===== config.mk =====
export PLATFORM = sky130hd
export DESIGN_NAME = slave_serial_loader
export DESIGN_NICKNAME = d
export VERILOG_FILES = /design/src/rtl/ssl_pkg.sv /design/src/rtl/ssl_interval_timer.sv /design/src/rtl/ssl_bit_shifter.sv /design/src/rtl/slave_serial_loader.sv
export SDC_FILE = /design/constraint.sdc
export NUM_CORES = 1
export LEC_CHECK = 0
export BUFFER_PORTS_ARGS = -buffer_cell sky130_fd_sc_hd__buf_2
export CAP_MARGIN = 30
export CORE_ASPECT_RATIO = 0.6
export CORE_MARGIN = 2
export CORE_UTILIZATION = 55
export CTS_BUF_LIST = sky130_fd_sc_hd__clkbuf_8
export CTS_CLUSTER_DIAMETER = 30
export DETAILED_ROUTE_END_ITERATION = 8
export GPL_TIMING_DRIVEN = 0
export PLACE_DENSITY = 0.79
export SETUP_SLACK_MARGIN = 0.3
export SLEW_MARGIN = 20
export SYNTH_ARGS = -nofsm -noshare
export SYNTH_HDL_FRONTEND = slang
export SYNTH_SLANG_ARGS = --single-unit

===== constraint.sdc =====
create_clock -name clk -period 2.12 [get_ports clk]
set_input_delay 0 -clock clk [delete_from_list [all_inputs] [get_ports clk]]
set_output_delay 0 -clock clk [all_outputs]
set_load 0.05 [all_outputs]

===== src/rtl/ssl_pkg.sv =====
package ssl_pkg;
  typedef enum logic [2:0] {
    ST_IDLE,
    ST_POWER,
    ST_PROG,
    ST_WAIT_INIT,
    ST_SHIFT,
    ST_FINISH
  } ssl_state_e;
endpackage


===== src/rtl/ssl_interval_timer.sv =====
module ssl_interval_timer #(
  parameter int W = 8
) (
  input  logic         clk,
  input  logic         rst,
  input  logic         clr_i,
  input  logic         en_i,
  output logic [W-1:0] cnt_o
);
  always_ff @(posedge clk) begin
    if (rst || clr_i) cnt_o <= '0;
    else if (en_i)    cnt_o <= cnt_o + 1'b1;
  end
endmodule


===== src/rtl/ssl_bit_shifter.sv =====
module ssl_bit_shifter #(
  parameter int BYTE_W = 8
) (
  input  logic              clk,
  input  logic              rst,
  input  logic              load_i,
  input  logic [BYTE_W-1:0] byte_i,
  input  logic              pulse_i,
  output logic              idle_o,
  output logic              cclk_o,
  output logic              cdata_o
);
  localparam int IDX_W = (BYTE_W > 1) ? $clog2(BYTE_W) : 1;

  typedef enum logic [1:0] {PH_IDLE, PH_SETUP, PH_HIGH} ph_e;

  ph_e               ph_q;
  logic [BYTE_W-1:0] sh_q;
  logic [IDX_W-1:0]  left_q;

  assign idle_o = (ph_q == PH_IDLE);

  always_ff @(posedge clk) begin
    if (rst) begin
      ph_q    <= PH_IDLE;
      sh_q    <= '0;
      left_q  <= '0;
      cclk_o  <= 1'b0;
      cdata_o <= 1'b0;
    end else begin
      case (ph_q)
        PH_IDLE: begin
          if (load_i) begin
            cdata_o <= byte_i[BYTE_W-1];
            sh_q    <= byte_i << 1;
            left_q  <= IDX_W'(BYTE_W-1);
            ph_q    <= PH_SETUP;
          end else if (pulse_i) begin
            cclk_o <= 1'b1;
            left_q <= '0;
            ph_q   <= PH_HIGH;
          end
        end
        PH_SETUP: begin
          cclk_o <= 1'b1;
          ph_q   <= PH_HIGH;
        end
        PH_HIGH: begin
          cclk_o <= 1'b0;
          if (left_q == '0) begin
            ph_q <= PH_IDLE;
          end else begin
            cdata_o <= sh_q[BYTE_W-1];
            sh_q    <= sh_q << 1;
            left_q  <= left_q - 1'b1;
            ph_q    <= PH_SETUP;
          end
        end
        default: ph_q <= PH_IDLE;
      endcase
    end
  end

  // the clock high phase is a single system cycle
  assert_clk_single_high_R4: assert property (@(posedge clk) disable iff (rst)
    cclk_o |=> !cclk_o);

  // the data bit is already in place when the clock rises
  assert_data_before_rise_R4: assert property (@(posedge clk) disable iff (rst)
    $rose(cclk_o) |-> $stable(cdata_o));

  // a new byte only arrives when no bit is in flight
  assert_load_when_idle_R5: assert property (@(posedge clk) disable iff (rst)
    load_i |-> (ph_q == PH_IDLE));
endmodule


===== src/rtl/slave_serial_loader.sv =====
module slave_serial_loader
  import ssl_pkg::*;
#(
  parameter int CNT_W        = 24,
  parameter int SETTLE_CYC   = 10_000_000,
  parameter int PROG_CYC     = 10_000_000,
  parameter int INIT_POLLS   = 100_000,
  parameter int DONE_TOGGLES = 100_000
) (
  input  logic             clk,
  input  logic             rst,
  input  logic             start_i,
  input  logic [CNT_W-1:0] byte_count_i,
  input  logic             din_valid_i,
  input  logic [7:0]       din_data_i,
  output logic             din_ready_o,
  input  logic             src_err_i,
  input  logic             tgt_init_i,
  input  logic             tgt_done_i,
  output logic             tgt_pwr_en_o,
  output logic             cfg_prog_n_o,
  output logic             cfg_clk_o,
  output logic             cfg_data_o,
  output logic             busy_o,
  output logic             done_ok_o,
  output logic             err_init_timeout_o,
  output logic             err_done_timeout_o
);
  localparam int TMR_W = $clog2(SETTLE_CYC + PROG_CYC + INIT_POLLS + DONE_TOGGLES + 2);
  localparam logic [TMR_W-1:0] SETTLE_LAST = TMR_W'(SETTLE_CYC - 1);
  localparam logic [TMR_W-1:0] PROG_LAST   = TMR_W'(PROG_CYC - 1);
  localparam logic [TMR_W-1:0] INIT_LAST   = TMR_W'(INIT_POLLS - 1);
  localparam logic [TMR_W-1:0] DONE_LIM    = TMR_W'(DONE_TOGGLES);

  ssl_state_e       state_q;
  logic [CNT_W-1:0] bytes_left_q;
  logic [TMR_W-1:0] tmr_cnt;
  logic             tmr_clr, tmr_en;
  logic             sh_load, sh_pulse, sh_idle;

  ssl_interval_timer #(.W(TMR_W)) u_timer (
    .clk   (clk),
    .rst   (rst),
    .clr_i (tmr_clr),
    .en_i  (tmr_en),
    .cnt_o (tmr_cnt)
  );

  ssl_bit_shifter #(.BYTE_W(8)) u_shifter (
    .clk     (clk),
    .rst     (rst),
    .load_i  (sh_load),
    .byte_i  (din_data_i),
    .pulse_i (sh_pulse),
    .idle_o  (sh_idle),
    .cclk_o  (cfg_clk_o),
    .cdata_o (cfg_data_o)
  );

  assign busy_o      = (state_q != ST_IDLE);
  assign din_ready_o = (state_q == ST_SHIFT) && sh_idle && (bytes_left_q != '0);

  always_comb begin
    tmr_clr  = 1'b0;
    tmr_en   = 1'b0;
    sh_load  = 1'b0;
    sh_pulse = 1'b0;
    case (state_q)
      ST_IDLE: tmr_clr = 1'b1;
      ST_POWER: begin
        if (tmr_cnt == SETTLE_LAST) tmr_clr = 1'b1;
        else                        tmr_en  = 1'b1;
      end
      ST_PROG: begin
        if (tmr_cnt == PROG_LAST) tmr_clr = 1'b1;
        else                      tmr_en  = 1'b1;
      end
      ST_WAIT_INIT: begin
        if (tgt_init_i || tmr_cnt == INIT_LAST) tmr_clr = 1'b1;
        else                                    tmr_en  = 1'b1;
      end
      ST_SHIFT: begin
        tmr_clr = 1'b1;
        sh_load = din_ready_o && din_valid_i && !src_err_i;
      end
      ST_FINISH: begin
        if (sh_idle && !tgt_done_i && tmr_cnt != DONE_LIM) begin
          sh_pulse = 1'b1;
          tmr_en   = 1'b1;
        end
      end
      default: tmr_clr = 1'b1;
    endcase
  end

  always_ff @(posedge clk) begin
    if (rst) begin
      state_q            <= ST_IDLE;
      bytes_left_q       <= '0;
      tgt_pwr_en_o       <= 1'b0;
      cfg_prog_n_o       <= 1'b1;
      done_ok_o          <= 1'b0;
      err_init_timeout_o <= 1'b0;
      err_done_timeout_o <= 1'b0;
    end else begin
      case (state_q)
        ST_IDLE: begin
          if (start_i) begin
            state_q            <= ST_POWER;
            tgt_pwr_en_o       <= 1'b1;
            bytes_left_q       <= byte_count_i;
            done_ok_o          <= 1'b0;
            err_init_timeout_o <= 1'b0;
            err_done_timeout_o <= 1'b0;
          end
        end
        ST_POWER: begin
          if (tmr_cnt == SETTLE_LAST) begin
            cfg_prog_n_o <= 1'b0;
            state_q      <= ST_PROG;
          end
        end
        ST_PROG: begin
          if (tmr_cnt == PROG_LAST) begin
            cfg_prog_n_o <= 1'b1;
            state_q      <= ST_WAIT_INIT;
          end
        end
        ST_WAIT_INIT: begin
          if (tgt_init_i) begin
            state_q <= ST_SHIFT;
          end else if (tmr_cnt == INIT_LAST) begin
            err_init_timeout_o <= 1'b1;
            state_q            <= ST_IDLE;
          end
        end
        ST_SHIFT: begin
          if (din_ready_o && src_err_i)         state_q      <= ST_FINISH;
          else if (sh_load)                     bytes_left_q <= bytes_left_q - 1'b1;
          else if (sh_idle && bytes_left_q == '0) state_q    <= ST_FINISH;
        end
        ST_FINISH: begin
          if (sh_idle) begin
            if (tgt_done_i) begin
              done_ok_o <= 1'b1;
              state_q   <= ST_IDLE;
            end else if (tmr_cnt == DONE_LIM) begin
              err_done_timeout_o <= 1'b1;
              state_q            <= ST_IDLE;
            end
          end
        end
        default: state_q <= ST_IDLE;
      endcase
    end
  end

  // at most one outcome is ever reported
  assert_single_outcome_R8: assert property (@(posedge clk) disable iff (rst)
    $onehot0({done_ok_o, err_init_timeout_o, err_done_timeout_o}));

  // a new run starts with a clean result
  assert_flags_clear_on_start_R8: assert property (@(posedge clk) disable iff (rst)
    $rose(busy_o) |-> !(done_ok_o || err_init_timeout_o || err_done_timeout_o));

  // the program pulse only happens with the supply on
  assert_prog_needs_power_R2: assert property (@(posedge clk) disable iff (rst)
    !cfg_prog_n_o |-> tgt_pwr_en_o);

  // no clock activity before the target reports ready
  assert_quiet_before_init_R3: assert property (@(posedge clk) disable iff (rst)
    (state_q inside {ST_POWER, ST_PROG, ST_WAIT_INIT}) |-> !cfg_clk_o);

  // ready is only offered while the clock rests low
  assert_ready_clock_low_R5: assert property (@(posedge clk) disable iff (rst)
    din_ready_o |-> !cfg_clk_o);

  // the finish phase never exceeds its pulse budget
  assert_toggle_bound_R7: assert property (@(posedge clk) disable iff (rst)
    (state_q == ST_FINISH) |-> (tmr_cnt <= DONE_LIM));

  // a start during the early phases leaves the owed count alone
  assert_start_ignored_R9: assert property (@(posedge clk) disable iff (rst)
    (start_i && state_q inside {ST_POWER, ST_PROG, ST_WAIT_INIT}) |=> $stable(bytes_left_q));
endmodule


### Word-level counts from Yosys, hierarchy flattened

Cells that the tools add are included.

| word-level totals | value |
|---|---|
| register bits | 72 |
| input port bits | 39 |
| output and inout port bits | 9 |
| logic and storage cells | 138 |

| operators by class | value |
|---|---|
| $add $sub $neg | 3 |
| eq/ne operators | 31 |
| mux-type cells | 56 |
| reductions and logical operators | 35 |

Operator list:

| cell | number |
|---|---|
| $mux W24 | 3 |
| $eq A25 B17 Y1 const B | 2 |
| $pmux W24 S2 | 1 |
| $mux W3 | 14 |
| $ne A2 B2 Y1 const B | 15 |
| $add A25 B1 Y25 const B | 1 |
| $eq A25 B24 Y1 const B | 1 |
| $ne A25 B17 Y1 const B | 1 |
| $logic_not A24 Y1 | 1 |
| $reduce_bool A24 Y1 | 1 |
| $sub A24 B1 Y24 const B | 1 |
| $mux W1 | 22 |
| $pmux W3 S6 | 1 |
| $mux W8 | 2 |
| $pmux W8 S2 | 1 |
| $reduce_and A3 Y1 | 4 |
| $reduce_and A4 Y1 | 3 |
| $pmux W1 S2 | 5 |
| $reduce_bool A2 Y1 | 5 |
| $ne A3 B3 Y1 const B | 3 |
| $pmux W1 S3 | 3 |
| $logic_and A1 B1 Y1 | 8 |
| $reduce_and A8 Y1 | 1 |
| $eq A3 B2 Y1 const B | 2 |
| other kinds (18) | 24 |

### Longest topological paths before layout

| depth | value |
|---|---|
| depth in word-level cells | 9 |
| gate-level depth with buffers | 10 |
| mapped depth without buffers | 8 |

### Modules after synthesis

Synthesis repeated with hierarchy kept, for this count alone.

| second synthesis, totals | value |
|---|---|
| cells, all modules | 526 |
| area, all modules | 4154.0 sq um |

Modules (own cells, without submodules):

| module | instances | cells each | area each (sq um) | seq. area each (sq um) |
|---|---|---|---|---|
| slave_serial_loader | 1 | 308 | 2187.1 | 640.6 |
| ssl_interval_timer | 1 | 140 | 1191.1 | 500.5 |
| ssl_bit_shifter | 1 | 78 | 775.7 | 280.3 |

### Worst setup path after synthesis

No wires, ideal clock.

| path | value |
|---|---|
| kind | register -> register |
| start | reg bytes_left_q[0] |
| end | reg bytes_left_q[16] |
| setup time | 116 ps |
| arrival | 2094 ps |
| data required time | 2004 ps |
| setup slack | -89 ps |
| cell stages (with the launch flop) | 11 |
| path buffers | 2 |
| period minus slack after synthesis | 2209 ps |
| cells stage by stage | dfxtp_1 > inv_1 > ha_1 > nor3b_1 > and4_1 > a31o_1 > buf_4 > o21a_1 > buf_2 > nor3_1 > a31o_1 |

| between the ends | value |
|---|---|
| cells in the longest elaborated chain, start to end | 7 |
| elaborated cells between the ends (all ways) | 13 |
| those cells by class | 1 x add/sub; 2 x eq/ne; 4 x mux; 6 x reduce/logical |

Ends and longest elaborated chain:

| what | RTL line | source |
|---|---|---|
| start: declaration | slave_serial_loader.sv:36 | `logic [CNT_W-1:0] bytes_left_q;` |
| start signal: assignment | slave_serial_loader.sv:111 | `bytes_left_q <= byte_count_i;` |
| start signal: assignment | slave_serial_loader.sv:139 | `else if (sh_load) bytes_left_q <= bytes_left_q - 1'b1;` |
| branches (longest 7 deep; another with $sub A24 B1 Y24) | n/a |  |

Several ways; the timed one is not identified. The select of a mux whose other input is x is not followed.
A chain may end at the register's enable or synchronous reset.

### Worst setup path in the final report

| path | value |
|---|---|
| start | reg state_q[0] |
| end | reg u_timer.cnt_o[19] |

| between the ends | value |
|---|---|
| cells in the longest elaborated chain, start to end | 4 |
| elaborated cells between the ends (all ways) | 8 |
| those cells by class | 4 x eq/ne; 2 x mux; 2 x reduce/logical |

Ends and longest elaborated chain:

| what | RTL line | source |
|---|---|---|
| start: declaration | slave_serial_loader.sv:35 | `ssl_state_e state_q;` |
| start signal: assignment | slave_serial_loader.sv:98 | `state_q <= ST_IDLE;` |
| start signal: assignment | slave_serial_loader.sv:109 | `state_q <= ST_POWER;` |
| start signal: assignment | slave_serial_loader.sv:120 | `state_q <= ST_PROG;` |
| $eq A3 B2 Y1 / $eq A3 B1 Y1 (equally long branches) | slave_serial_loader.sv:68 | `case (state_q)` |
| $reduce_or A2 Y1 (no line) | n/a |  |
| $pmux W1 S3 | slave_serial_loader.sv:68 |  |
| $logic_or A1 B1 Y1 | ssl_interval_timer.sv:11 | `if (rst \|\| clr_i) cnt_o <= '0;` |
| end signal: assignment | ssl_interval_timer.sv:12 | `else if (en_i) cnt_o <= cnt_o + 1'b1;` |
| end: declaration | ssl_interval_timer.sv:8 | `output logic [W-1:0] cnt_o` |

Several ways; a longest one is shown, not always the timed one.

==> impl_metrics.tcl <==
set metrics [dict create \
    status "finished with violations" \
    violations "design-rule violations, negative hold slack, negative setup slack" \
    drt-pass1-iter-count 9 \
    synth.cell_area_um2 4110 \
    drv_slew 0 \
    postLayoutCellArea_um2 6400 \
    ys_types 71 \
    holdWs_ns -0.00340 \
    yosysTopAreaCellShare_pct 34.6 \
    yosys_warnings 0 \
    clk_root_buffer_cell "clkbuf_8" \
    synth_edf_count 0 \
    overflow 0 \
    drc_errors 30 \
    p_total_uw 4580 \
    antenna_left 0 \
    hold_class "primary input to flop" \
    n_antenna_cell 0 \
    grt_pass1_wl_um 26000 \
    htree_levels 3 \
    syn_inst 533 \
    powerDensity_nw_per_um2 715 \
    rows 24 \
    grt_max_degree 11 \
    relSlewSlack_pct 45.9 \
    critPathMaxFanout 9 \
    synth_area_per_cell_um2 7.71 \
    hold_violations 1 \
    layout-drive-gt1-share_pct 45.3 \
    coreArea_um2 7240 \
    fillers 312 \
    syn_nets 577 \
    ir_worst_vdd_v 0.000467 \
    yosysSeqAreaShare_pct 34.6 \
    clk_pin_slew_ns 0.08 \
    ys_ff_latch 71 \
    grt_use_total_pct 41.4 \
    antenna_found_initial 0 \
    vias_per_cell 7.48 \
    drtIter0Drc 1334 \
    hpwlAfterDp_um 9110 \
    gp_congestion 1.03 \
    clock_skew_ns 0.0134 \
    worstSetupStartpointType "flop" \
    place_ws_ns -0.286 \
    setup_slack_ns -0.309 \
    wl_per_cell_um 26.0 \
    synth_top_area_cell "dfxtp_1" \
    rsz0062_at_grt "yes" \
    cts_sinks 71 \
    fin_crit_sh_pct 115 \
    cp-end-kind "flop" \
    grt_pass1_vias 5027 \
    crit_type "flop to flop" \
    cp.arrival_ns 2.68 \
    io_pins 48 \
    clk_latency_ns 0.37 \
    setup_viol 61 \
    areaGrowthSynthToFinish_pct 55.8 \
    finish.net_count 706 \
    tightestPinTransition_ns 0.812 \
    fin_util_pct 88.4 \
    fmax_mhz 412 \
    cp.required_ns 2.37 \
    cts_tree "done" \
    die_h_um 70.9 \
    cellLeakagePower_uw 0.00238 \
    synth_ff_type "dfxtp_1" \
    maxCapViolations 0 \
    period_needed_ns 2.43 \
    routed_wl_um 20000 \
    synthArstFlopShare_pct 0 \
    cts-buffers-inserted 9 \
    die-area_um2 8200 \
    synth.area.top_cells "dfxtp_1, a21oi_1, nand2_1" \
    initial_utilization_pct 56.8 \
    cts_max_path_buffers 2 \
    io_buffers 46 \
    dpl-instance-area_um2 4690 \
    vias 5759 \
    fp.dieW_um 116 \
]
==> placed cells by master, fill, tap and decap left out, types with 5 or more instances in the layout <==
| master | count |
|---|---|
| nand2_1 | 56 |
| dfxtp_1 | 53 |
| buf_2 | 46 |
| buf_4 | 38 |
| a21oi_1 | 31 |
| nor2_1 | 29 |
| inv_1 | 22 |
| nand3_1 | 19 |
| buf_6 | 18 |
| a21oi_2 | 17 |
| o21ai_2 | 16 |
| o21ai_0 | 14 |
| dlygate4sd3_1 | 13 |
| or3_1 | 11 |
| clkbuf_1 | 11 |
| nor3_1 | 11 |
| clkbuf_8 | 10 |
| nor2_2 | 9 |
| nor3_2 | 9 |
| dfxtp_4 | 9 |
| dfxtp_2 | 9 |
| o21ai_4 | 8 |
| o21ai_1 | 8 |
| a311oi_2 | 8 |
| buf_12 | 7 |
| clkbuf_2 | 7 |
| nand2_2 | 6 |
| nand4_1 | 6 |
| o211ai_1 | 6 |
| or4_1 | 6 |
| or3_4 | 5 |
| buf_8 | 5 |
| and3_1 | 5 |
| o31ai_2 | 5 |
==> metal layers <==
| metal | vias to the layer above | GRT usage (%) | share of wire, % |
|---|---|---|---|
| li1 | 2255 | - | - |
| met1 | 2590 | 55.8 | 36 |
| met2 | 652 | 57.6 | 39 |
| met3 | 260 | 16.5 | 16 |
| met4 | 2 | 20.1 | 8.4 |
| met5 | - | 0 | 0.11 |
==> cells in the mapped netlist (16+ instances only) <==
library cell and n:
clkbuf_1 18, nand2_1 66, nor2_1 41, inv_1 21
o21ai_0 26, nor3_1 24, or3_1 16, dfxtp_1 71
o21ai_1 18, nand3_1 22, a21oi_1 52
==> power breakdown <==
group | switching (µW) | internal [µW] | total [µW]
logic | 1150 | 898 | 2050
registers | 143 | 1420 | 1560
clock network | 536 | 432 | 968
==> kinds of logic (layout without fill, tap and decap cells) <==
kind of cell / count (synthesis) / after routing / share of synthesized area [%]
mux: 1 / 1 / 0.244
buf+inv: 56 / 189 / 6.24
compound gates: 173 / 173 / 27.7
simple gates: 225 / 225 / 29.3
xor+xnor: 2 / 2 / 0.427
fa+ha+maj: 5 / 5 / 1.52
flops: 71 / 71 / 34.6
==> through the flow <==
step           cells  TNS (ns)
2_1_floorplan    533         0
3_3_place_gp     683     -9.20
3_5_place_dp     683    -10.49
4_1_cts          757    -0.412
5_1_grt          770     -7.26
6_report         770     -7.90
==> final cells by class <==
type	count	area, µm²	area share [%]
clock inverters	5	20.0	0.313
well taps	104	130	2.03
multi-input cells	406	3250	50.8
repair buffers	118	1020	16.0
flip-flops and latches	71	1470	22.9
plain buffers	34	285	4.46
inverters	22	87.6	1.37
clock buffers	10	138	2.15
==> what timing repair did <==
action                     in CTS  in global routing
resized for setup             118                 99
cloned                          7                  0
hold endpoints to repair       13                  0
setup buffers                  39                 13
setup endpoints to repair      66                 70
pin swaps                      57                 42
hold buffers                   13                  0
==> worst paths after layout <==
kind | cells after the start | slack [ns] | end | start
worst max-delay path | 8 | -0.31 | u_timer.cnt_o[19]$_SDFFE_PP0P_ | state_q[0]$_SDFFE_PP0P_
worst min-delay path | 3 | -0.003 | bytes_left_q[1]$_SDFFE_PP0P_ | byte_count_i[1]
worst max register to register | 8 | -0.31 | u_timer.cnt_o[19]$_SDFFE_PP0P_ | state_q[0]$_SDFFE_PP0P_
worst min register to register | 2 | 0.48 | tgt_pwr_en_o$_SDFFE_PP0P_ | tgt_pwr_en_o$_SDFFE_PP0P_
==> worst max-delay path: stages (launching register included) <==
cell     delay (ns)
dfxtp_1        0.56
nand2_1        0.25
nand3_1        0.22
nor2_2         0.08
o41a_1         0.42
buf_6          0.17
buf_4          0.14
o41ai_2        0.34
a21oi_1        0.13
==> sequential cells by signal (all words and copies together), names as in the netlist <==
register and count:
bytes_left_q 24, u_shifter.left_q 3, u_shifter.cclk_o 1, u_shifter.sh_q 7, tgt_pwr_en_o 1, err_init_timeout_o 1
cfg_prog_n_o 1, u_shifter.ph_q 2, state_q 3, u_shifter.cdata_o 1, done_ok_o 1, err_done_timeout_o 1
u_timer.cnt_o 25
(Power assumes the default switching activity.)
